**config.mk**
```make
export PLATFORM = sky130hd
export DESIGN_NAME = hbus_bridge16
export DESIGN_NICKNAME = d
export VERILOG_FILES = /design/src/rtl/hbb_pkg.sv /design/src/rtl/hbb_sync.sv /design/src/rtl/hbb_decode.sv /design/src/rtl/hbb_pair_ctrl.sv /design/src/rtl/hbus_bridge16.sv
export SDC_FILE = /design/constraint.sdc
export NUM_CORES = 1
export LEC_CHECK = 0
export BUFFER_PORTS_ARGS = -buffer_cell sky130_fd_sc_hd__clkbuf_2
export CAP_MARGIN = 20
export CORE_ASPECT_RATIO = 1.4
export CORE_MARGIN = 5
export CORE_UTILIZATION = 30
export DETAILED_ROUTE_END_ITERATION = 8
export GPL_TIMING_DRIVEN = 0
export HOLD_SLACK_MARGIN = 0.08
export PLACE_DENSITY_LB_ADDON = 0.25
export SETUP_SLACK_MARGIN = 0.2
export SLEW_MARGIN = 25
export SYNTH_ARGS = -nofsm -noshare
export SYNTH_HDL_FRONTEND = slang
export SYNTH_SLANG_ARGS = --single-unit
```
**constraint.sdc**
```tcl
create_clock -name clk -period 4 [get_ports clk]
set_clock_uncertainty 0.15 [all_clocks]
set_input_delay 0.2 -clock clk [delete_from_list [all_inputs] [get_ports clk]]
set_output_delay 0.2 -clock clk [all_outputs]
set_load 0.02 [all_outputs]
```
**src/rtl/hbb_pkg.sv**
```systemverilog
package hbb_pkg;
   typedef enum logic [1:0] {
      TGT_REG = 2'd0,
      TGT_TXD = 2'd1,
      TGT_RXD = 2'd2
   } tgt_e;

   // byte swap of one half-word when big-endian ordering is selected
   function automatic logic [15:0] half_swap(input logic big, input logic [15:0] h);
      return big ? {h[7:0], h[15:8]} : h;
   endfunction
endpackage

```
**src/rtl/hbb_sync.sv**
```systemverilog
module hbb_sync #(
   parameter int              W       = 3,
   parameter int              STAGES  = 2,
   parameter logic [W-1:0]    INIT    = '1
) (
   input  logic         clk,
   input  logic         rst_n,
   input  logic [W-1:0] d,
   output logic [W-1:0] q
);
   logic [W-1:0] st [STAGES];

   for (genvar i = 0; i < STAGES; i++) begin : g_stage
      if (i == 0) begin : g_first
         always_ff @(posedge clk or negedge rst_n) begin
            if (!rst_n) st[0] <= INIT;
            else        st[0] <= d;
         end
      end else begin : g_next
         always_ff @(posedge clk or negedge rst_n) begin
            if (!rst_n) st[i] <= INIT;
            else        st[i] <= st[i-1];
         end
      end
   end

   assign q = st[STAGES-1];
endmodule

```
**src/rtl/hbb_decode.sv**
```systemverilog
module hbb_decode
   import hbb_pkg::*;
#(
   parameter int WAW         = 4,
   parameter int DFIFO_WORDS = 4
) (
   input  logic           we,
   input  logic           fsel,
   input  logic [WAW-1:0] wa,
   output tgt_e           tgt,
   output logic [WAW-1:0] addr_o
);
   localparam logic [WAW:0] DFW_L = (WAW+1)'(DFIFO_WORDS);

   always_comb begin
      if (fsel) begin                       // address bypassed
         tgt    = we ? TGT_TXD : TGT_RXD;
         addr_o = '0;
      end else if ({1'b0, wa} < DFW_L) begin // data FIFO window
         tgt    = we ? TGT_TXD : TGT_RXD;
         addr_o = wa;
      end else begin                        // register space
         tgt    = TGT_REG;
         addr_o = wa;
      end
   end
endmodule

```
**src/rtl/hbb_pair_ctrl.sv**
```systemverilog
module hbb_pair_ctrl
   import hbb_pkg::*;
#(
   parameter int WAW = 4
) (
   input  logic           clk,
   input  logic           rst_n,
   input  logic           start,
   input  logic           we,
   input  logic           a1,
   input  logic [WAW-1:0] wa,
   input  logic           fsel,
   input  logic           big,
   input  logic [15:0]    din,
   input  logic [31:0]    rdata,
   output logic           iss,
   output logic           iss_we,
   output logic [WAW-1:0] iss_wa,
   output logic           iss_fsel,
   output logic [31:0]    iss_wdata,
   output logic           err,
   output logic [15:0]    dout
);
   logic           pend_q, pend_we_q, pend_a1_q, pend_fs_q;
   logic [WAW-1:0] pend_wa_q;
   logic [15:0]    hold_q;
   logic [31:0]    rlatch_q;
   logic           cur_a1_q, cur_big_q;
   logic           match;
   logic [15:0]    din_sw;

   assign din_sw = half_swap(big, din);

   // second cycle must agree with the pending first one
   assign match = pend_q && (we == pend_we_q) && (fsel == pend_fs_q)
                  && (a1 != pend_a1_q) && (fsel || (wa == pend_wa_q));

   always_ff @(posedge clk or negedge rst_n) begin
      if (!rst_n) begin
         pend_q    <= 1'b0;
         pend_we_q <= 1'b0;
         pend_a1_q <= 1'b0;
         pend_fs_q <= 1'b0;
         pend_wa_q <= '0;
         hold_q    <= '0;
         rlatch_q  <= '0;
         cur_a1_q  <= 1'b0;
         cur_big_q <= 1'b0;
         iss       <= 1'b0;
         iss_we    <= 1'b0;
         iss_wa    <= '0;
         iss_fsel  <= 1'b0;
         iss_wdata <= '0;
         err       <= 1'b0;
      end else begin
         iss <= 1'b0;
         err <= 1'b0;
         if (iss && !iss_we) rlatch_q <= rdata;        // latch whole word
         if (start) begin
            cur_a1_q  <= a1;
            cur_big_q <= big;
            if (match) begin
               pend_q <= 1'b0;
               if (we) begin                           // single write
                  iss       <= 1'b1;
                  iss_we    <= 1'b1;
                  iss_wa    <= wa;
                  iss_fsel  <= fsel;
                  iss_wdata <= a1 ? {din_sw, hold_q} : {hold_q, din_sw};
               end
            end else begin
               err       <= pend_q;
               pend_q    <= 1'b1;
               pend_we_q <= we;
               pend_a1_q <= a1;
               pend_fs_q <= fsel;
               pend_wa_q <= wa;
               hold_q    <= din_sw;
               if (!we) begin                           // read on first half
                  iss      <= 1'b1;
                  iss_we   <= 1'b0;
                  iss_wa   <= wa;
                  iss_fsel <= fsel;
               end
            end
         end
      end
   end

   assign dout = half_swap(cur_big_q, cur_a1_q ? rlatch_q[31:16] : rlatch_q[15:0]);

   // requests are single-cycle pulses
   assert_req_pulse_R8: assert property (@(posedge clk) disable iff (!rst_n)
      iss |=> !iss);
   // a write is only issued while a write half was pending
   assert_write_after_half_R2: assert property (@(posedge clk) disable iff (!rst_n)
      (iss && iss_we) |-> $past(pend_q && pend_we_q));
   // second read half never re-reads the fabric
   assert_no_reread_R3: assert property (@(posedge clk) disable iff (!rst_n)
      (start && match && !we) |=> !iss);
   // error only when a pair was open
   assert_err_needs_pending_R7: assert property (@(posedge clk) disable iff (!rst_n)
      err |-> $past(pend_q && start));
   assert_err_pulse_R7: assert property (@(posedge clk) disable iff (!rst_n)
      err |=> !err);
endmodule

```
**src/rtl/hbus_bridge16.sv**
```systemverilog
module hbus_bridge16
   import hbb_pkg::*;
#(
   parameter int ADDR_W      = 6,
   parameter int DFIFO_WORDS = 4,
   parameter int SYNC_STAGES = 2
) (
   input  logic              clk,
   input  logic              rst_n,
   input  logic              host_cs_n,
   input  logic              host_rd_n,
   input  logic              host_wr_n,
   input  logic [ADDR_W-1:1] host_addr,
   input  logic [15:0]       host_din,
   output logic [15:0]       host_dout,
   input  logic              host_big_end,
   input  logic              host_fifo_mode,
   output logic              acc_req,
   output logic              acc_we,
   output logic [1:0]        acc_tgt,
   output logic [ADDR_W-3:0] acc_addr,
   output logic [31:0]       acc_wdata,
   input  logic [31:0]       acc_rdata,
   output logic              pair_err
);
   localparam int WAW = ADDR_W - 2;

   initial begin
      assert (ADDR_W >= 4) else $error("ADDR_W must be at least 4");
      assert (SYNC_STAGES >= 2) else $error("SYNC_STAGES must be at least 2");
      assert (DFIFO_WORDS >= 0 && DFIFO_WORDS <= (1 << WAW))
         else $error("DFIFO_WORDS exceeds the word address space");
   end

   logic [2:0]     strb_s;
   logic           act, act_d, start, we;
   logic           iss_we, iss_fsel;
   logic [WAW-1:0] iss_wa;
   tgt_e           tgt;

   hbb_sync #(.W(3), .STAGES(SYNC_STAGES), .INIT(3'b111)) u_sync (
      .clk (clk),
      .rst_n (rst_n),
      .d   ({host_cs_n, host_rd_n, host_wr_n}),
      .q   (strb_s)
   );

   assign act   = !strb_s[2] && (!strb_s[1] || !strb_s[0]);
   assign we    = !strb_s[0];
   assign start = act && !act_d;                      // one start per assertion

   always_ff @(posedge clk or negedge rst_n) begin
      if (!rst_n) act_d <= 1'b0;
      else        act_d <= act;
   end

   hbb_pair_ctrl #(.WAW(WAW)) u_pair (
      .clk       (clk),
      .rst_n     (rst_n),
      .start     (start),
      .we        (we),
      .a1        (host_addr[1]),
      .wa        (host_addr[ADDR_W-1:2]),
      .fsel      (host_fifo_mode),
      .big       (host_big_end),
      .din       (host_din),
      .rdata     (acc_rdata),
      .iss       (acc_req),
      .iss_we    (iss_we),
      .iss_wa    (iss_wa),
      .iss_fsel  (iss_fsel),
      .iss_wdata (acc_wdata),
      .err       (pair_err),
      .dout      (host_dout)
   );

   hbb_decode #(.WAW(WAW), .DFIFO_WORDS(DFIFO_WORDS)) u_dec (
      .we     (iss_we),
      .fsel   (iss_fsel),
      .wa     (iss_wa),
      .tgt    (tgt),
      .addr_o (acc_addr)
   );

   assign acc_we  = iss_we;
   assign acc_tgt = tgt;

   // a recognised cycle cannot restart on the next clock
   assert_start_once_R8: assert property (@(posedge clk) disable iff (!rst_n)
      start |=> !start);
   // FIFO direction follows access direction
   assert_txd_is_write_R5: assert property (@(posedge clk) disable iff (!rst_n)
      (acc_req && acc_tgt == TGT_TXD) |-> acc_we);
   assert_rxd_is_read_R6: assert property (@(posedge clk) disable iff (!rst_n)
      (acc_req && acc_tgt == TGT_RXD) |-> !acc_we);
   assert_no_req_in_reset_R1: assert property (@(posedge clk)
      !rst_n |-> !acc_req);
endmodule

```
; Word-level counts from Yosys, hierarchy flattened
; Cells that the tools add are included.
[totals]
wordCells = 68
reg_bits = 105
[op_classes]
n_eq_ne = 5
reduce_logical = 18
magnitude_cmp = 1
bitwise = 2
muxes = 24
[op_table]
columns = operator, n
row1 = $mux 16, 3
row2 = $mux 32, 1
row3 = $mux 4, 4
row4 = $mux 1, 13
row5 = $logic_and 1x1->1, 7
row6 = $mux 2, 3
row7 = $reduce_and 3->1, 2
row8 = $logic_not 1->1, 5
row9 = $eq 4x4->1, 1
row10 = $lt 4x3->1 const B, 1
row11 = $eq 1x1->1, 2
row12 = $logic_or 1x1->1, 2
row13 = $ne 2x2->1 const B, 1
row14 = $not 1->1, 2
row15 = $reduce_and 2->1, 1
row16 = $reduce_bool 2->1, 1
row17 = $ne 1x1->1, 1

; Depth between registers and ports, before layout
[logic_depth]
word_depth = 8
mapped_depth = 8

; Modules after synthesis
; A second synthesis with hierarchy kept.
[hier_totals]
cells_unflattened = 382
hier_area_um2 = 4868.4
[modules_own_cells]
columns = module, area_each_um2, cells_per_inst, n_inst, seq_area_each_um2
row1 = hbb_pair_ctrl, 4595.7, 362, 1, 2452.4
row2 = hbb_sync, 180.2, 9, 1, 157.7
row3 = hbb_decode, 46.3, 7, 1, 0.0
row4 = hbus_bridge16, 46.3, 4, 1, 25.0

; Worst setup path after synthesis
; OpenSTA, ideal clock, no wires.
[synth_timing]
path_type = reg2reg
startpoint = register u_sync.st (netlist bit u_sync.q[0])
endpoint = register u_pair.iss_wa[0]
path_buffers = 2
t_arrival_ns = 1.930
setup_ns = 0.125
t_required_ns = 3.725
setup_slack_ns = 1.795
path_stages_with_launch = 8
path_cell_list = dfstp_2 > buf_4 > xor2_1 > nand4_1 > or4_4 > buf_6 > o21ai_4 > mux2_4
[synth_via]
elab_chain_cells = 8
[synth_rtl]
columns = element, line_no
row1 = start: declaration, hbb_sync.sv:11  ; logic [W-1:0] st [STAGES];
row2 = start signal: indexed assignment, hbb_sync.sv:22  ; else st[i] <= st[i-1];
row3 = $logic_not 1->1, "hbus_bridge16.sv:48, hbus_bridge16.sv:49"
row4 = $eq 1x1->1, hbb_pair_ctrl.sv:35  ; assign match = pend_q && (we == pend_we_q) && (fsel == pend_fs_q)
row5 = $logic_and 1x1->1 (2 in series), hbb_pair_ctrl.sv:35
row6 = $logic_and 1x1->1 (2 in series), hbb_pair_ctrl.sv:36  ; && (a1 != pend_a1_q) && (fsel || (wa == pend_wa_q));
row7 = $ne 2x2->1 (no source line) or $reduce_bool 2->1 (tied branches), --
row8 = $reduce_and 3->1 (no source line), --
row9 = end signal: assignment, hbb_pair_ctrl.sv:67  ; iss_wa <= wa;
row10 = end signal: assignment, hbb_pair_ctrl.sv:82  ; iss_wa <= wa;
row11 = end: declaration, hbb_pair_ctrl.sv:18  ; output logic [WAW-1:0] iss_wa,
; Several ways; a longest one is shown, not always the timed one.
; A chain may end at the register's enable or synchronous reset.

; Worst setup path after layout
[layout_timing]
startpoint = register u_pair.cur_a1_q
endpoint = output host_dout[14]
[layout_via]
elab_chain_cells = 2
[layout_rtl]
columns = element, line_no
row1 = start: declaration, hbb_pair_ctrl.sv:28  ; logic cur_a1_q, cur_big_q;
row2 = start signal: assignment, hbb_pair_ctrl.sv:47  ; cur_a1_q <= 1'b0;
row3 = start signal: assignment, hbb_pair_ctrl.sv:60  ; cur_a1_q <= a1;
row4 = $mux 16, hbb_pair_ctrl.sv:90  ; assign dout = half_swap(cur_big_q, cur_a1_q ? rlatch_q[31:16] : rlatch_q[15:0]);
row5 = $mux 16, hbb_pkg.sv:10  ; return big ? {h[7:0], h[15:8]} : h;
row6 = end: declaration, hbus_bridge16.sv:15  ; output logic [15:0] host_dout,
; Every way passes these cells.

==> results by group <==
Outcome
  • Status: complete, no violations

Critical path
  • Crit path required time: 3.65 ns
  • WP data arrival: 2.38 ns
  • Critical path cell sequence: clkbuf_1 > buf_2 > mux4_2 > clkbuf_2
  • CP peak stage delay: 0.56 ns
  • Nature of the critical path endpoint: output port
  • WS Path Type: reg -> out
  • Worst reg-to-reg setup slack: 1.57 ns
  • Slowest library cell on the worst path: mux4_2
  • Crit path max fanout: 10
  • Startpoint Class: flop

Layout
  • Ant. Diodes: 0
  • Fillers: 1,497
  • Final #Nets: 651
  • Final Core Density: 40.9%
  • Combined area of the multi-input logic cells: 1980 um^2
  • Ratio of cells with drive above 1 in the final layout: 34.9%
  • Sequential cell area: 2640 um^2
  • Area Growth Syn to Fin: 34.3%

Clocking
  • CTS Hold Bufs: 46
  • CTS buffer count: 9
  • H-Tree Depth: 3
  • Clock Tree Buf Depth: 2
  • CTS Sinks: 105
  • Postcts setup bufs: 0
  • PostCTS Resize Cnt: 0
  • Cell chosen for the clock root: clkbuf_16
  • Clock slew at reported path FFs: 0.07 ns
  • CTS tree: yes
  • Worst skew pair latency: 0.34 ns

Drt
  • DR pass1 iterations: 4
  • ANT nets after route: 0
  • Via-per-instance ratio: 4.75
  • Drt total wl: 13.0 mm
  • Wire per inst: 16.4 um
  • Drc violations: 0
  • Via count: 3,760
  • Initial DRC count: 283

Global route
  • Total gr overflow: 0
  • First-pass GRT wire length: 20.7 mm
  • Vias in the first global route: 3,917
  • Largest net degree at the start of global routing: 67
  • Initial antenna violation count: 0
  • Overall global routing resource usage: 14.2%

Power and ir drop
  • Sw frac: 32.1%
  • Psw: 1.11 mW
  • Internal Pwr Total: 2.35 mW
  • Power Dens Cells: 542 nW/um^2
  • Sequential power share: 43.3%
  • Leak Pwr: 2.96 nW
  • Power Total: 3.46 mW
  • VDD IR-drop max: 0.000322 V
  • Clk pwr share: 26.7%
  • Combinational share of power: 30.0%

STA
  • Final Slew Violations: 0
  • Setup TNS: 0 ns
  • Fmax: 366 MHz
  • Final Critical Period: 2.73 ns
  • Endpoints failing setup: 0
  • Unrepaired setup endpoints after global routing: no
  • Final Cycle Share: 68.3%
  • Actual transition at the worst max-transition pin: 0.699 ns
  • Final hold vios: 0
  • Normalized max-slew margin: 53.4%

Yosys
  • Flip-flop and latch count after synthesis: 105
  • Synth Area per Inst: 11.4 um^2
  • Yosys top cell by area: dfrtp_1
  • Synthesized Nets: 478
  • Synth top area cells: dfrtp_1 (52%), mux2_2 (8.8%), mux4_2 (7.6%)
  • Main synth FF type: dfrtp_1
  • Synth Instances: 418
  • Asr flop ratio synth: 100%
  • Synth unique cells: 27
  • Share of the synthesized area in the top cell type: 52.1%
  • Synth warn: 0
  • Mapped Area: 4760 um^2
  • Number of synthesized flops with an enable pin: 0
  • Seq/Total Area, Yosys: 55.4%

Floorplanning
  • Row count: 54
  • Die ar.: 18,500 um^2
  • IO Pins: 117
  • Die H: 159 um
  • Initial Utilization: 30.5%
  • Core area: 15,600 um^2
  • Die Width: 116 um

Placed design
  • Port bufs: 115
  • Dpl hpwl: 9.91 mm
  • RePlAce Congestion: 0.772

Min path
  • Worst hold path type: in -> reg

Flow run
  • # Max-Cap Violations: 0
## layer usage
| metal | share of wire (%) | routed length [um] | GRT usage [%] |
|---|---|---|---|
| met5 | 0 | 0 | 0 |
| met4 | 1.4 | 178 | 4.75 |
| met3 | 5.2 | 676 | 2.36 |
| met2 | 51 | 6690 | 24.3 |
| met1 | 42 | 5450 | 18.1 |
## worst paths after layout
check	from	end	depth (start not counted)
max	u_pair.cur_a1_q	host_dout[14]	4
min	host_din[3]	u_pair.hold_q[11]	3
max reg2reg	u_sync.q[0]	u_pair.iss_wa[1]	7
min reg2reg	u_sync.st[4]	u_sync.q[1]	0
max in group asynchronous	rst_n	u_pair.iss_wdata[19]	3
min in group asynchronous	rst_n	u_pair.rlatch_q[1]	2
## synthesized netlist by cell type, types with 2 or more instances
| cell type | n |
|---|---|
| dfrtp_1 | 99 |
| nand2_1 | 77 |
| o21ai_0 | 67 |
| mux2_2 | 37 |
| nor2_1 | 22 |
| a21oi_1 | 19 |
| mux2i_1 | 17 |
| clkbuf_1 | 16 |
| mux4_2 | 16 |
| buf_2 | 8 |
| dfstp_2 | 6 |
| nor2b_1 | 5 |
| xnor2_1 | 5 |
| mux2_4 | 4 |
| buf_1 | 3 |
| inv_1 | 3 |
| or2_2 | 3 |
| xor2_1 | 2 |
## flip-flops by register name, indices dropped and copies added (netlist names), 3 cells and up
register / count
u_pair.hold_q: 16
u_pair.rlatch_q: 32
u_pair.pend_wa_q: 4
u_pair.iss_wdata: 32
u_sync.q: 3
u_sync.st: 3
u_pair.iss_wa: 4
## metrics by stage
| stage | worst slack (ns) | instance area [um^2] | std cells | hold WS (ns) |
|---|---|---|---|---|
| floorplan | 1.80 | 4760 | 418 | -0.246 |
| global placement | 1.17 | 5580 | 729 | 0.138 |
| detailed placement | 1.57 | 5620 | 730 | -0.00984 |
| CTS | 1.19 | 6390 | 792 | 0.0807 |
| global route | 1.06 | 6390 | 792 | 0.109 |
| finish | 1.27 | 6390 | 792 | 0.0937 |
## final cells by class
| type | count | share of cell area, % |
|---|---|---|
| clock buffers | 11 | 3.64 |
| clock inverters | 5 | 1.27 |
| repair buffers | 162 | 16.8 |
| plain buffers | 29 | 2.04 |
| well taps | 196 | 3.84 |
| multi-input cells | 281 | 31.0 |
| inverters | 3 | 0.176 |
| flip-flops and latches | 105 | 41.2 |
## critical path: cells and delay by family (launching register included)
kind,cells,cell delay [ns]
muxes,1,0.56
DFF,1,0.32
buffers and inverters,3,1.16
## placed cells by master (no fill, tap or decap), types with 2 or more instances in the layout
cell type	instances
mux2_4	4
xnor2_1	5
mux4_2	16
or2_2	3
a21oi_1	19
dfstp_2	6
clkbuf_16	9
buf_2	8
clkbuf_1	18
nor2_1	22
o21ai_0	67
clkbuf_2	114
buf_1	3
inv_1	3
bufinv_16	2
mux2_2	37
nand2_1	77
mux2i_1	17
dfrtp_1	99
xor2_1	2
nor2b_1	5
dlygate4sd3_1	46
## kinds of logic after synthesis
| kind of cell | share of synthesized area [%] |
|---|---|
| buf+inv | 2.97 |
| compound gates | 9.73 |
| mux | 21.2 |
| simple gates | 9.47 |
| xor+xnor | 1.29 |
| flops | 55.4 |
## power groups by stage
stage,Sequential [mW],Clock (mW),Combinational [mW]
6_report,1.50,0.923,1.04
5_1_grt,1.54,1.00,1.13
4_1_cts,1.50,0.955,1.06
3_5_place_dp,1.52,0,1.02
3_3_place_gp,1.50,0,1.00
2_1_floorplan,1.57,0,0.577
(Power assumes the default switching activity.)
